$ cat src/rtl/dmagate_pkg.sv
// Package: shared offsets and types for the DMA channel gate bank.
// Assumes byte addressing with 32-bit registers at word-aligned offsets.
package dmagate_pkg;
    localparam int REG_W        = 32;
    localparam int OFS_MASK_SET = 0;
    localparam int OFS_MASK_CLR = 4;
    localparam int OFS_EN_SET   = 8;
    localparam int OFS_EN_CLR   = 12;

    // One decoded write strobe per alias address
    typedef struct packed {
        logic mask_set;
        logic mask_clr;
        logic en_set;
        logic en_clr;
    } wr_hit_t;

    // Which state vector a read returns
    typedef enum logic [1:0] {
        RSEL_NONE = 2'd0,
        RSEL_MASK = 2'd1,
        RSEL_EN   = 2'd2
    } rd_sel_t;
endpackage

$ cat src/rtl/dmagate_decode.sv
// Module: dmagate_decode
// Turns the register-bus address and write strobe into one-hot write strobes,
// one per alias, and a read selector. Unmapped offsets produce no strobe and
// select nothing. Assumes the address is a byte offset that fits in ADDR_W bits.
module dmagate_decode
    import dmagate_pkg::*;
#(
    parameter int ADDR_W = 4
) (
    input  logic [ADDR_W-1:0] bus_addr,
    input  logic              bus_wr,
    output wr_hit_t           hit,
    output rd_sel_t           rsel
);
    logic at_mask_set;
    logic at_mask_clr;
    logic at_en_set;
    logic at_en_clr;

    // Compare the address against each alias offset
    always_comb begin
        at_mask_set = (bus_addr == ADDR_W'(OFS_MASK_SET));
        at_mask_clr = (bus_addr == ADDR_W'(OFS_MASK_CLR));
        at_en_set   = (bus_addr == ADDR_W'(OFS_EN_SET));
        at_en_clr   = (bus_addr == ADDR_W'(OFS_EN_CLR));
    end

    // Qualify the matches with the write strobe
    always_comb begin
        hit.mask_set = bus_wr & at_mask_set;
        hit.mask_clr = bus_wr & at_mask_clr;
        hit.en_set   = bus_wr & at_en_set;
        hit.en_clr   = bus_wr & at_en_clr;
    end

    // Only the set aliases read back state; the clear aliases read zero
    always_comb begin
        if (at_mask_set)    rsel = RSEL_MASK;
        else if (at_en_set) rsel = RSEL_EN;
        else                rsel = RSEL_NONE;
    end
endmodule

$ cat src/rtl/dmagate_chan.sv
// Module: dmagate_chan
// Holds the mask and enable bits of one channel and gates its request.
// The write strobes and the data bit arrive already decoded. A completion pulse
// or an enable-clear beats an enable-set in the same cycle. Reset is synchronous
// and active low.
module dmagate_chan
    import dmagate_pkg::*;
(
    input  logic    clk,
    input  logic    rst_n,
    input  wr_hit_t hit,
    input  logic    wbit,
    input  logic    done,
    input  logic    preq,
    output logic    mask_q,
    output logic    en_q,
    output logic    req
);
    logic mask_set_go;
    logic mask_clr_go;
    logic en_set_go;
    logic en_drop;

    // Per-channel write intent: the strobe counts only with a 1 data bit
    always_comb begin
        mask_set_go = hit.mask_set & wbit;
        mask_clr_go = hit.mask_clr & wbit;
        en_set_go   = hit.en_set & wbit;
        en_drop     = (hit.en_clr & wbit) | done;
    end

    // Mask bit: set and clear come from different addresses, so they never meet
    always_ff @(posedge clk) begin
        if (!rst_n)           mask_q <= 1'b0;
        else if (mask_set_go) mask_q <= 1'b1;
        else if (mask_clr_go) mask_q <= 1'b0;
    end

    // Enable bit: any clearing cause wins over a set
    always_ff @(posedge clk) begin
        if (!rst_n)         en_q <= 1'b0;
        else if (en_drop)   en_q <= 1'b0;
        else if (en_set_go) en_q <= 1'b1;
    end

    // Gated request toward the engine
    always_comb req = preq & en_q & ~mask_q;

    AST_DONE_CLEARS: assert property (@(posedge clk) disable iff (!rst_n)
        done |=> !en_q);
    AST_CLEAR_WINS: assert property (@(posedge clk) disable iff (!rst_n)
        (hit.en_set && wbit && done) |=> !en_q);
    AST_EN_SET: assert property (@(posedge clk) disable iff (!rst_n)
        (hit.en_set && wbit && !done) |=> en_q);
    AST_EN_CLR: assert property (@(posedge clk) disable iff (!rst_n)
        (hit.en_clr && wbit) |=> !en_q);
    AST_MASK_SET: assert property (@(posedge clk) disable iff (!rst_n)
        (hit.mask_set && wbit) |=> mask_q);
    AST_MASK_CLR: assert property (@(posedge clk) disable iff (!rst_n)
        (hit.mask_clr && wbit) |=> !mask_q);
    AST_HOLD_IDLE: assert property (@(posedge clk) disable iff (!rst_n)
        (hit == '0 && !done) |=> ($stable(en_q) && $stable(mask_q)));
endmodule

$ cat src/rtl/dmagate_rdmux.sv
// Module: dmagate_rdmux
// Chooses the read-back vector and zero-extends it to the register width.
// Assumes NUM_CH is at most the register width.
module dmagate_rdmux
    import dmagate_pkg::*;
#(
    parameter int NUM_CH = 8
) (
    input  rd_sel_t           rsel,
    input  logic [NUM_CH-1:0] mask_vec,
    input  logic [NUM_CH-1:0] en_vec,
    output logic [REG_W-1:0]  rdata
);
    // Zero-extended selection of the state vector
    always_comb begin
        rdata = '0;
        case (rsel)
            RSEL_MASK: rdata[NUM_CH-1:0] = mask_vec;
            RSEL_EN:   rdata[NUM_CH-1:0] = en_vec;
            default:   rdata = '0;
        endcase
    end
endmodule

$ cat src/rtl/dma_chan_gate.sv
// Module: dma_chan_gate
// Top of the per-channel mask/enable bank. The bank is reached through
// write-1-set and write-1-clear aliases on a simple synchronous register bus,
// and it gates the peripheral requests. Assumes 1 <= NUM_CH <= 32 and one
// access per clock. Reads are combinational from the stored state.
module dma_chan_gate
    import dmagate_pkg::*;
#(
    parameter int NUM_CH = 8,
    parameter int ADDR_W = 4
) (
    input  logic              clk,
    input  logic              rst_n,
    input  logic [ADDR_W-1:0] bus_addr,
    input  logic              bus_wr,
    input  logic [31:0]       bus_wdata,
    output logic [31:0]       bus_rdata,
    input  logic [NUM_CH-1:0] periph_req,
    input  logic [NUM_CH-1:0] xfer_done,
    output logic [NUM_CH-1:0] chan_req
);
    localparam int SPARE_W = REG_W - NUM_CH;

    wr_hit_t           hit;
    rd_sel_t           rsel;
    logic [NUM_CH-1:0] mask_vec;
    logic [NUM_CH-1:0] en_vec;

    initial begin
        if (NUM_CH < 1 || NUM_CH > REG_W)
            $error("dma_chan_gate: NUM_CH out of range");
    end

    dmagate_decode #(.ADDR_W(ADDR_W)) u_decode (
        .bus_addr (bus_addr),
        .bus_wr   (bus_wr),
        .hit      (hit),
        .rsel     (rsel)
    );

    // One state cell per implemented channel
    for (genvar ch = 0; ch < NUM_CH; ch++) begin : g_chan
        dmagate_chan u_chan (
            .clk    (clk),
            .rst_n  (rst_n),
            .hit    (hit),
            .wbit   (bus_wdata[ch]),
            .done   (xfer_done[ch]),
            .preq   (periph_req[ch]),
            .mask_q (mask_vec[ch]),
            .en_q   (en_vec[ch]),
            .req    (chan_req[ch])
        );
    end

    // Write-data bits above the channel count are deliberately discarded
    if (SPARE_W > 0) begin : g_spare
        logic unused_wdata_hi;
        assign unused_wdata_hi = ^bus_wdata[REG_W-1:NUM_CH];

        AST_RD_UPPER_ZERO: assert property (@(posedge clk) disable iff (!rst_n)
            bus_rdata[REG_W-1:NUM_CH] == '0);
    end

    dmagate_rdmux #(.NUM_CH(NUM_CH)) u_rdmux (
        .rsel     (rsel),
        .mask_vec (mask_vec),
        .en_vec   (en_vec),
        .rdata    (bus_rdata)
    );

    AST_REQ_NEEDS_PERIPH: assert property (@(posedge clk) disable iff (!rst_n)
        (chan_req & ~periph_req) == '0);
    AST_RD_CLEAR_ALIAS_ZERO: assert property (@(posedge clk) disable iff (!rst_n)
        (bus_addr == ADDR_W'(OFS_MASK_CLR) || bus_addr == ADDR_W'(OFS_EN_CLR))
            |-> bus_rdata == '0);
    AST_RESET_QUIET: assert property (@(posedge clk)
        !rst_n |=> (chan_req == '0));
endmodule

$ cat config.mk
export PLATFORM = sky130hd
export DESIGN_NAME = dma_chan_gate
export DESIGN_NICKNAME = d
export VERILOG_FILES = /design/src/rtl/dmagate_pkg.sv /design/src/rtl/dmagate_decode.sv /design/src/rtl/dmagate_chan.sv /design/src/rtl/dmagate_rdmux.sv /design/src/rtl/dma_chan_gate.sv
export SDC_FILE = /design/constraint.sdc
export NUM_CORES = 1
export LEC_CHECK = 0
export ABC_AREA = 1
export BUFFER_PORTS_ARGS = -buffer_cell sky130_fd_sc_hd__buf_2
export CORE_AREA = 3 3 57 59
export CTS_BUF_LIST = sky130_fd_sc_hd__clkbuf_4
export CTS_CLUSTER_SIZE = 25
export DETAILED_ROUTE_END_ITERATION = 6
export DIE_AREA = 0 0 60 62
export GPL_TIMING_DRIVEN = 0
export PLACE_DENSITY_LB_ADDON = 0.25
export RECOVER_POWER = 25
export SYNTH_ARGS = -nofsm -noshare
export SYNTH_HDL_FRONTEND = slang
export SYNTH_SLANG_ARGS = --single-unit
$ cat constraint.sdc
create_clock -name clk -period 2.1 [get_ports clk]
set_input_delay 0.21 -clock clk [delete_from_list [all_inputs] [get_ports clk]]
set_output_delay 0.21 -clock clk [all_outputs]
set_load 0.03 [all_outputs]
# ---- Yosys cells after proc, flatten, opt, wreduce, memory -nomap -nowiden
# Index checks and enable logic that the tools add are counted.
dict set report classes {
  eq_ne 5
  muxes 19
  bitwise_logic 69
  reduce_logical 17
}
# operator count
set op_table {}
lappend op_table {{AND 1 bit} 52}
lappend op_table {{two-way mux 1 bit} 16}
lappend op_table {{case mux 8 bit (2 select lines)} 1}
lappend op_table {{nonzero test 2 bit} 8}
lappend op_table {{OR reduction 2 bit} 8}
lappend op_table {{NOT 1 bit} 9}
lappend op_table {{== test 4 bit, second input constant} 2}
lappend op_table {{OR 1 bit} 8}
lappend op_table {{== test 4 x 3 -> 1 bit, second input constant} 1}
lappend op_table {{zero test 4 bit} 1}
lappend op_table {{two-way mux 2 bit} 2}
lappend op_table {{== test 2 x 1 -> 1 bit, second input constant} 1}
lappend op_table {{== test 2 bit, second input constant} 1}
dict set report word_totals {
  ff_bits 16
  inputBits 55
  elab_cells 126
}

# ---- Depth between registers and ports, before layout
# Gate-level depths: netlist of run 1.
dict set report depth {
  depth_word 5
  ltp_mapped 7
}

# ---- By module
# A second synthesis of run 1 with hierarchy kept.
dict set report unflattened {
  cells_unflattened 186
  hier_area_um2 1139.8
}
# module n_inst cells_each area_per_inst_um2 seq_area_each_um2
set modules_own_cells {}
lappend modules_own_cells {dmagate_chan 8 14 91.3 40.0}
lappend modules_own_cells {dmagate_rdmux 1 56 330.3 0.0}
lappend modules_own_cells {dmagate_decode 1 18 78.8 0.0}

# ---- Least setup slack after synthesis of run 1
# Ideal clock, no wire load.
dict set report synth_timing {
  path_kind {input-to-output}
  from {input bus_addr[2]}
  to {output bus_rdata[0]}
  t_arrival_ns 0.912
  required_ns 1.890
  setup_slack_ns 0.978
  stages 4
  n_path_buf 1
  path_cell_list {nor3_4 -> buf_6 -> nand3_1 -> nand2_1}
}
dict set report synth_between {
  elab_chain_cells 5
}
# element line
set synth_lines {}
lappend synth_lines {{start: declaration} dma_chan_gate.sv:14} ;# input logic [ADDR_W-1:0] bus_addr,
lappend synth_lines {{== test 4 bit} dmagate_decode.sv:24} ;# at_en_set = (bus_addr == ADDR_W'(OFS_EN_SET));
lappend synth_lines {{two-way mux 2 bit} dmagate_decode.sv:39} ;# else if (at_en_set) rsel = RSEL_EN;
lappend synth_lines {{two-way mux 2 bit *} dmagate_decode.sv:38} ;# if (at_mask_set) rsel = RSEL_MASK;
lappend synth_lines {{== test 2 bit / == test 2 x 1 -> 1 bit (equally long branches)} dmagate_rdmux.sv:17} ;# case (rsel)
lappend synth_lines {{case mux 8 bit (2 select lines) *} dmagate_rdmux.sv:17}
lappend synth_lines {{end: declaration} dma_chan_gate.sv:17} ;# output logic [31:0] bus_rdata,
# Every way passes the cells marked *; elsewhere a longest branch is shown, timed or not.

# ---- Worst setup path in the final report of run 1
dict set report layout_timing {
  from {input bus_addr[2]}
  to {output bus_rdata[3]}
}
# Same word-level chain as after synthesis.

==> summary.md, run 1 <==
| Metric | Value |
|---|---|
| Final-layout fill cell count | `around 300` |
| Number of failing hold endpoints at the final stage | `0` |
| Class of the most critical setup path | `input pin to output pin` |
| Setup TNS after final layout | `0 ns` |
| Most used DFF post-synth | `sky130_fd_sc_hd__dfxtp_1` |
| Depth of the worst hold-timing path | `4` |
| Number of global-route vias before repair | `~1,100` |
| Startpoint of the worst hold path | `xfer_done[0]` |
| Number of resized instances in the post-cts repair step | `0` |
| Final critical delay including setup and external delays | `roughly 1.5 ns` |
| CP Data Arrival Time | `~1.3 ns` |
| Count of flip-flops with a built-in enable after synthesis | `0` |
| Per-cell routed wire length | `just over 10 microns` |
| Hold buffers post-CTS | `0` |
| Ranking of synthesized cells by instance count | `sky130_fd_sc_hd__nor2_1 (40), sky130_fd_sc_hd__buf_4 (34), sky130_fd_sc_hd__nand2_1 (24), sky130_fd_sc_hd__nand3_1 (24), sky130_fd_sc_hd__dfxtp_1 (16)` |
| Simple-gate portion of the synthesized area | `around two fifths` |
| Number of port buffers | `46` |
| Setup Viol. Count Final | `0` |
| Dominant cell by count in the synthesized netlist | `sky130_fd_sc_hd__nor2_1` |
| Unique cell type count in the Yosys netlist | `20` |
| Fraction of power consumed by sequential logic | `46.2%` |
| Crit end category | `output pin` |
| Total die area | `around 0.0037 sq mm` |
| Data required time at the worst endpoint | `1.89 ns` |
| Post-layout total power | `about 670 uW` |
| Starting DRT DRC Count | `13` |
| Number of levels in the clock H-tree | `1` |
| Net switching power | `about 220 uW` |
| Via total after detailed routing | `1,305` |
| Share of final-layout standard cells stronger than drive strength 1 | `between 30% and 40%` |
| Total global routing track utilization | `17.0%` |
| Maximum Capacitance Violations | `0` |
| Diodes inserted | `0` |
| Cell repeated most along the worst path | `sky130_fd_sc_hd__buf_2` |
| Share of total power in the clock network | `~25%` |
| Area added between synthesis and finish | `30.8%` |
| Maximum number of pins on one net before global-route repair | `11` |
| Result of the run | `finished, final reports clean` |
| Proportion of synthesized flip-flops having asynchronous set or reset | `0%` |
| Global-route wire length before repair | `4800 microns` |
| DIE WIDTH | `60 microns` |
| Maximum fanout along the worst path | `10` |
| Clock tree from TritonCTS | `done` |
| Count of synthesis-stage warnings from yosys | `0` |
| Clock buffer depth | `2` |
| Effective utilization at floorplan | `44.4%` |
| Number of buffers inserted by post-CTS setup repair | `0` |
| Worst-path cell chain | `buf_2 -> buf_2 -> nor2_2 -> nand3_1 -> nand2_1 -> buf_2` |
| RePlAce Congestion | `roughly 0.82` |
| FF-to-FF End | `g_chan[4].u_chan.mask_q` |
| Switching Fraction | `between 30% and 40%` |
| Proportion of power drawn by combinational gates | `28.9%` |
| Netlist Area Pre-Place | `0.00122 sq mm` |
| Number of slew-limit violations in the final report | `0` |
| Num ports | `95` |
| Via density per instance | `between 4 and 5` |
| Adder and majority gate portion of the synthesized area | `0%` |
| Clock slew at reported path FFs | `about 0.1 ns` |
| Combinational family with the most area after synthesis | `simple AND/OR/NAND/NOR gates` |
| Wire length reported by the detailed router | `between 2000 and 3000 microns` |
| Area share of the leading cell type in the synthesized netlist | `between 20% and 30%` |
| Die height | `about 62 microns` |
| Fin Clk Skew | `0 ns` |
| Slowest stage cell on the critical path | `sky130_fd_sc_hd__nor2_2` |
| Post-route clock period utilization | `a little over two thirds` |
| Power density over the cells | `about 420 mW/mm^2` |
| Hold Path Class | `input pin to flop` |
| Number of buffers created by CTS | `3` |
| Compound-gate portion of the synthesized area | `under 10%` |
| 1st-pass router iterations | `4` |
| Endpoint, Worst Hold | `g_chan[0].u_chan.en_q` |
| Reg-to-Reg Start | `g_chan[4].u_chan.mask_q` |
| Number of cell instances on the worst register-to-register path | `2` |
| Count of antenna-violating nets left after detailed routing | `0` |
| Peak supply drop | `about 290 uV` |
| HPWL after detailed placement | `2310 microns` |
| Xor and xnor area share after synthesis | `0%` |
| F_max | `686 MHz` |
| Worst-skew pair later-pin latency | `between 0.2 and 0.3 ns` |
| Main area contributors after synthesis | `sky130_fd_sc_hd__dfxtp_1 (26%), sky130_fd_sc_hd__buf_4 (21%), sky130_fd_sc_hd__nor2_1 (12%)` |
| Mapped Avg Cell Area | `about 6.6 sq um` |
| Clock net sink count | `16` |
| Register bit total from synthesis | `16` |
| DRC violations left | `0` |
| Root buffer cell | `sky130_fd_sc_hd__clkbuf_4` |
| Internal power contribution | `445 uW` |
| Fraction of synthesized area in multiplexers | `0%` |
| Setup slack of the most critical reg-to-reg path | `1.48 ns` |
| Leftover overflow at the end of global routing | `0` |
| Number of antenna violations at the first check in global routing | `0` |
| Setup crit start kind | `input pin` |
| Number of placement rows | `19` |
| Static Leak | `~0.0009 uW` |
| Dominant cell type by area after synthesis | `sky130_fd_sc_hd__dfxtp_1` |
| Number of nets in the final layout | `between 300 and 400` |
| Share of synthesized area occupied by flip-flops and latches | `around a quarter` |
| Post-synthesis cell count | `~190` |
| Unrepaired setup endpoints after global routing | `false` |
| CORE AREA | `approximately 0.0028 sq mm` |
| Critical Path Max Stage Delay | `0.32 ns` |
-- final cells by class --
class / count / area [sq um] / share of cell area, %
Sequential cell: 16 / 320 / 20.0
Tap cell: 31 / 38.8 / 2.42
Clock inverter: 1 / 3.75 / 0.235
Timing Repair Buffer: 46 / 230 / 14.4
Inverter: 11 / 41.3 / 2.58
Buffer: 38 / 287 / 17.9
Multi-Input combinational cell: 143 / 657 / 41.0
Clock buffer: 3 / 22.5 / 1.41
-- critical path: cells and delay by family --
| kind | cells | cell delay [ns] |
|---|---|---|
| and+or+nand+nor | 3 | 0.53 |
| buffers and inverters | 3 | 0.49 |
-- per-layer routing --
metal | routed length [microns] | part of all wire, % | global-route usage [%]
met1 | 1260 | 42 | 21.5
met2 | 1420 | 48 | 28.7
met3 | 249 | 8.4 | 3.10
met4 | 51 | 1.7 | 6.33
met5 | 0 | 0 | 0
-- sequential cells by signal, indices dropped and copies added, names as in the netlist --
name                  flops
g_chan.u_chan.en_q        8
g_chan.u_chan.mask_q      8
-- placed cells by master, fill, tap and decap left out, drive strengths merged --
| cell type | n |
|---|---|
| nor3 | 1 |
| nand2 | 25 |
| a21oi | 8 |
| clkinv | 1 |
| conb | 24 |
| o21ai | 8 |
| clkbuf | 4 |
| inv | 11 |
| dfxtp | 16 |
| nand3 | 25 |
| nand4 | 8 |
| nor2 | 43 |
| buf | 83 |
| nand3b | 1 |
-- power by group through the flow --
stage | Clock, uW | Combinational (uW) | Sequential, uW
floorplan | 0 | 142 | 314
global placement | 0 | 192 | 315
detailed placement | 0 | 192 | 315
CTS | 170 | 192 | 308
global route | 185 | 211 | 309
finish | 165 | 193 | 308
-- cells by family (layout without fill, tap and decap cells) --
| logic type | after synthesis | in the layout |
|---|---|---|
| simple gates | 103 | 103 |
| other cells | 1 | 24 |
| flops | 16 | 16 |
| compound gates | 16 | 16 |
| buf+inv | 49 | 99 |
-- metrics by stage --
stage                     instances  worst slack [ns]  area (sq um)  util (%)  hold slack [ns]
after floorplan                 208             0.978          1310         -            0.374
after global placement          285             0.630          1580      57.3            0.471
after detailed placement        285             0.653          1580      57.3            0.472
after CTS                       289             0.649          1610      58.2            0.162
after global routing            289             0.539          1600      58.0            0.172
final                           289             0.642          1600      58.0            0.165
-- worst max path at each step --
stage	startpoint	end	slack (ns)	depth (start not counted)
detailed placement	bus_addr[2]	bus_rdata[0]	0.65	6
floorplan	bus_addr[2]	bus_rdata[0]	0.98	4
CTS	bus_addr[2]	bus_rdata[3]	0.65	6
finish	bus_addr[2]	bus_rdata[3]	0.64	6
global placement	bus_addr[2]	bus_rdata[7]	0.63	6
global route	bus_addr[2]	bus_rdata[6]	0.54	6
(Power assumes the default switching activity.)
==> inputs of run 2 (changes only) <==
--- a/config.mk
+++ b/config.mk
@@ -7,11 +7,11 @@
 export LEC_CHECK = 0
 export ABC_AREA = 1
 export BUFFER_PORTS_ARGS = -buffer_cell sky130_fd_sc_hd__buf_2
-export CORE_AREA = 3 3 57 59
+export CORE_AREA = 3 3 59 61
 export CTS_BUF_LIST = sky130_fd_sc_hd__clkbuf_4
 export CTS_CLUSTER_SIZE = 25
 export DETAILED_ROUTE_END_ITERATION = 6
-export DIE_AREA = 0 0 60 62
+export DIE_AREA = 0 0 62 64
 export GPL_TIMING_DRIVEN = 0
 export PLACE_DENSITY_LB_ADDON = 0.25
 export RECOVER_POWER = 25
==> constraint.sdc (replaced) <==
create_clock -name clk -period 1.52 [get_ports clk]
set_input_delay 0.152 -clock clk [delete_from_list [all_inputs] [get_ports clk]]
set_output_delay 0.152 -clock clk [all_outputs]
set_load 0.03 [all_outputs]
==> run 2 against run 1 <==
Effect of this change:
- core utilization shrank 4.5 points
- hold slack lost 0.053 ns
- routed wire length up 2.0%
- count of clock-buffer cells in the layout is the same
- sequential share of layout area decreased by 0.26 points
- sequential power up 38%
- critical path depth stayed put
- die area up 6.7%
- global-route usage is 1.6 points lower
- highest routed layer unchanged
==> summary.md, run 2 (synthesized netlist as in run 1, its figures left out) <==
| Metric | Value |
|---|---|
| Result of the run | `finished, final reports clean` |
| Wire length reported by the detailed router | `3040 microns` |
| Via total after detailed routing | `1,298` |
| Setup slack after layout | `around 0.14 ns` |
| DRC violations left | `0` |
| Leftover overflow at the end of global routing | `0` |
| F_max | `a little over 700 MHz` |
| Area added between synthesis and finish | `32.5%` |
| Unrepaired setup endpoints after global routing | `false` |
| 1st-pass router iterations | `4` |
| Maximum Capacitance Violations | `0` |
| Setup crit start kind | `input pin` |
| Final critical delay including setup and external delays | `1.38 ns` |
| Crit end category | `output pin` |
| Number of antenna violations at the first check in global routing | `0` |
| Commonest cells after routing, fill and taps aside | `sky130_fd_sc_hd__buf_2 (47), sky130_fd_sc_hd__nor2_1 (40), sky130_fd_sc_hd__buf_4 (34)` |
| Number of failing hold endpoints at the final stage | `0` |
| Via density per instance | `between 4 and 5` |
| Total die area | `0.00397 sq mm` |
| Reg-to-Reg Start | `g_chan[7].u_chan.mask_q` |
| Number of slew-limit violations in the final report | `0` |
| Maximum number of pins on one net before global-route repair | `11` |
| Effective utilization at floorplan | `just over 40%` |
| Number of port buffers | `between 40 and 50` |
| Fin Clk Skew | `0 ns` |
| Cell count after placement | `298` |
| HPWL after detailed placement | `about 2300 microns` |
| Startpoint of the worst hold path | `xfer_done[7]` |
| Starting DRT DRC Count | `between 90 and 100` |
| Class of the most critical setup path | `input pin to output pin` |
| Per-cell routed wire length | `about 10 microns` |
| Setup TNS after final layout | `0 ns` |
| CORE AREA | `roughly 0.0030 sq mm` |
| Share of final-layout standard cells stronger than drive strength 1 | `between 30 and 40%` |
| Final Non-Filler Cells | `around 300` |
| Num ports | `95` |
| Number of global-route vias before repair | `approximately 1,100` |
| Static Leak | `~0.0009 uW` |
| Total global routing track utilization | `around 15%` |
| Count of antenna-violating nets left after detailed routing | `0` |
| Most frequent standard cell in the layout excluding fill and tap cells | `sky130_fd_sc_hd__buf_2` |
| CP Data Arrival Time | `between 1 and 1.5 ns` |
| Global-route wire length before repair | `4740 microns` |
| Critical Path Max Stage Delay | `between 0.3 and 0.4 ns` |
| Root buffer cell | `sky130_fd_sc_hd__clkbuf_4` |
| Registers with the most flip-flops | `g_chan.u_chan.en_q (8), g_chan.u_chan.mask_q (8)` |
| Hold buffers post-CTS | `0` |
| Hold Path Class | `input pin to flop` |
| Number of nets in the final layout | `~310` |
| Clock tree from TritonCTS | `done` |
| DIE WIDTH | `62 microns` |
| Final-layout fill cell count | `334` |
| Crit path launch | `bus_addr[2]` |
| Power density over the cells | `571 mW/mm^2` |
| Clock net sink count | `16` |
| RePlAce Congestion | `slightly below 0.8` |
| Worst-skew pair later-pin latency | `~0.28 ns` |
| Number of resized instances in the post-cts repair step | `0` |
| Post-route clock period utilization | `between 90 and 100%` |
| Slowest stage cell on the critical path | `sky130_fd_sc_hd__nor2_2` |
| Data required time at the worst endpoint | `between 1 and 1.5 ns` |
| Clock buffer depth | `2` |
| Number of levels in the clock H-tree | `1` |
| Number of placement rows | `20` |
| Clock slew at reported path FFs | `approximately 0.1 ns` |
| Worst-path cell chain | `buf_2 -> buf_2 -> nor2_2 -> nand3_1 -> nand2_1 -> buf_2` |
| Die height | `approximately 64 microns` |
| Diodes inserted | `0` |
| Maximum fanout along the worst path | `10` |
| Setup Viol. Count Final | `0` |
| Number of buffers inserted by post-CTS setup repair | `0` |
| Placement Setup Slack | `roughly 0.17 ns` |
| Cell repeated most along the worst path | `sky130_fd_sc_hd__buf_2` |
| Number of buffers created by CTS | `3` |
| Peak supply drop | `a little under 300 uV` |
| Post-layout total power | `approximately 930 uW` |
==> run 2: cell counts in the layout (fill, tap and decap cells not counted) <==
No cell type changed its count.
==> run 2: critical path, delay by kind of cell <==
kind / cells / cell delay [ns]
AND/OR/NAND/NOR: 3 / 0.55
buffers and inverters: 3 / 0.52
==> run 2: cell type report <==
class	count	area, sq um	area share [%]
plain buffers	38	287	17.7
clock buffers	3	22.5	1.39
clock inverters	1	3.75	0.231
inverters	11	41.3	2.55
multi-input cells	143	662	40.8
flip-flops and latches	16	320	19.8
well taps	44	55.1	3.40
repair buffers	46	230	14.2
==> run 2: final timing paths <==
check / end / slack (ns) / cells after the start
setup / recovery: bus_rdata[7] / 0.14 / 6
hold / removal: g_chan[7].u_chan.en_q / 0.11 / 4
setup reg to reg: g_chan[7].u_chan.mask_q / 0.89 / 2
hold reg to reg: g_chan[5].u_chan.mask_q / 0.49 / 2
==> run 2: stage by stage <==
step | cell area (sq um) | util (%) | hold WS, ns
3_3_place_gp | 1600 | 52.7 | 0.414
5_1_grt | 1620 | 53.6 | 0.104
6_report | 1620 | 53.6 | 0.112
2_1_floorplan | 1310 | - | 0.316
3_5_place_dp | 1600 | 52.7 | 0.413
4_1_cts | 1620 | 53.6 | 0.100
==> run 2: power by group <==
| part | internal [uW] | total [uW] | switching (uW) |
|---|---|---|---|
| clock network | 95.3 | 230 | 134 |
| registers | 423 | 426 | 2.92 |
| logic | 97.8 | 270 | 173 |
==> run 2: routing by layer <==
layer  track usage [%]  wire [microns]
met2              24.0            1360
met4              5.04              13
met5                 0               0
met3              3.03             248
met1              20.6            1420
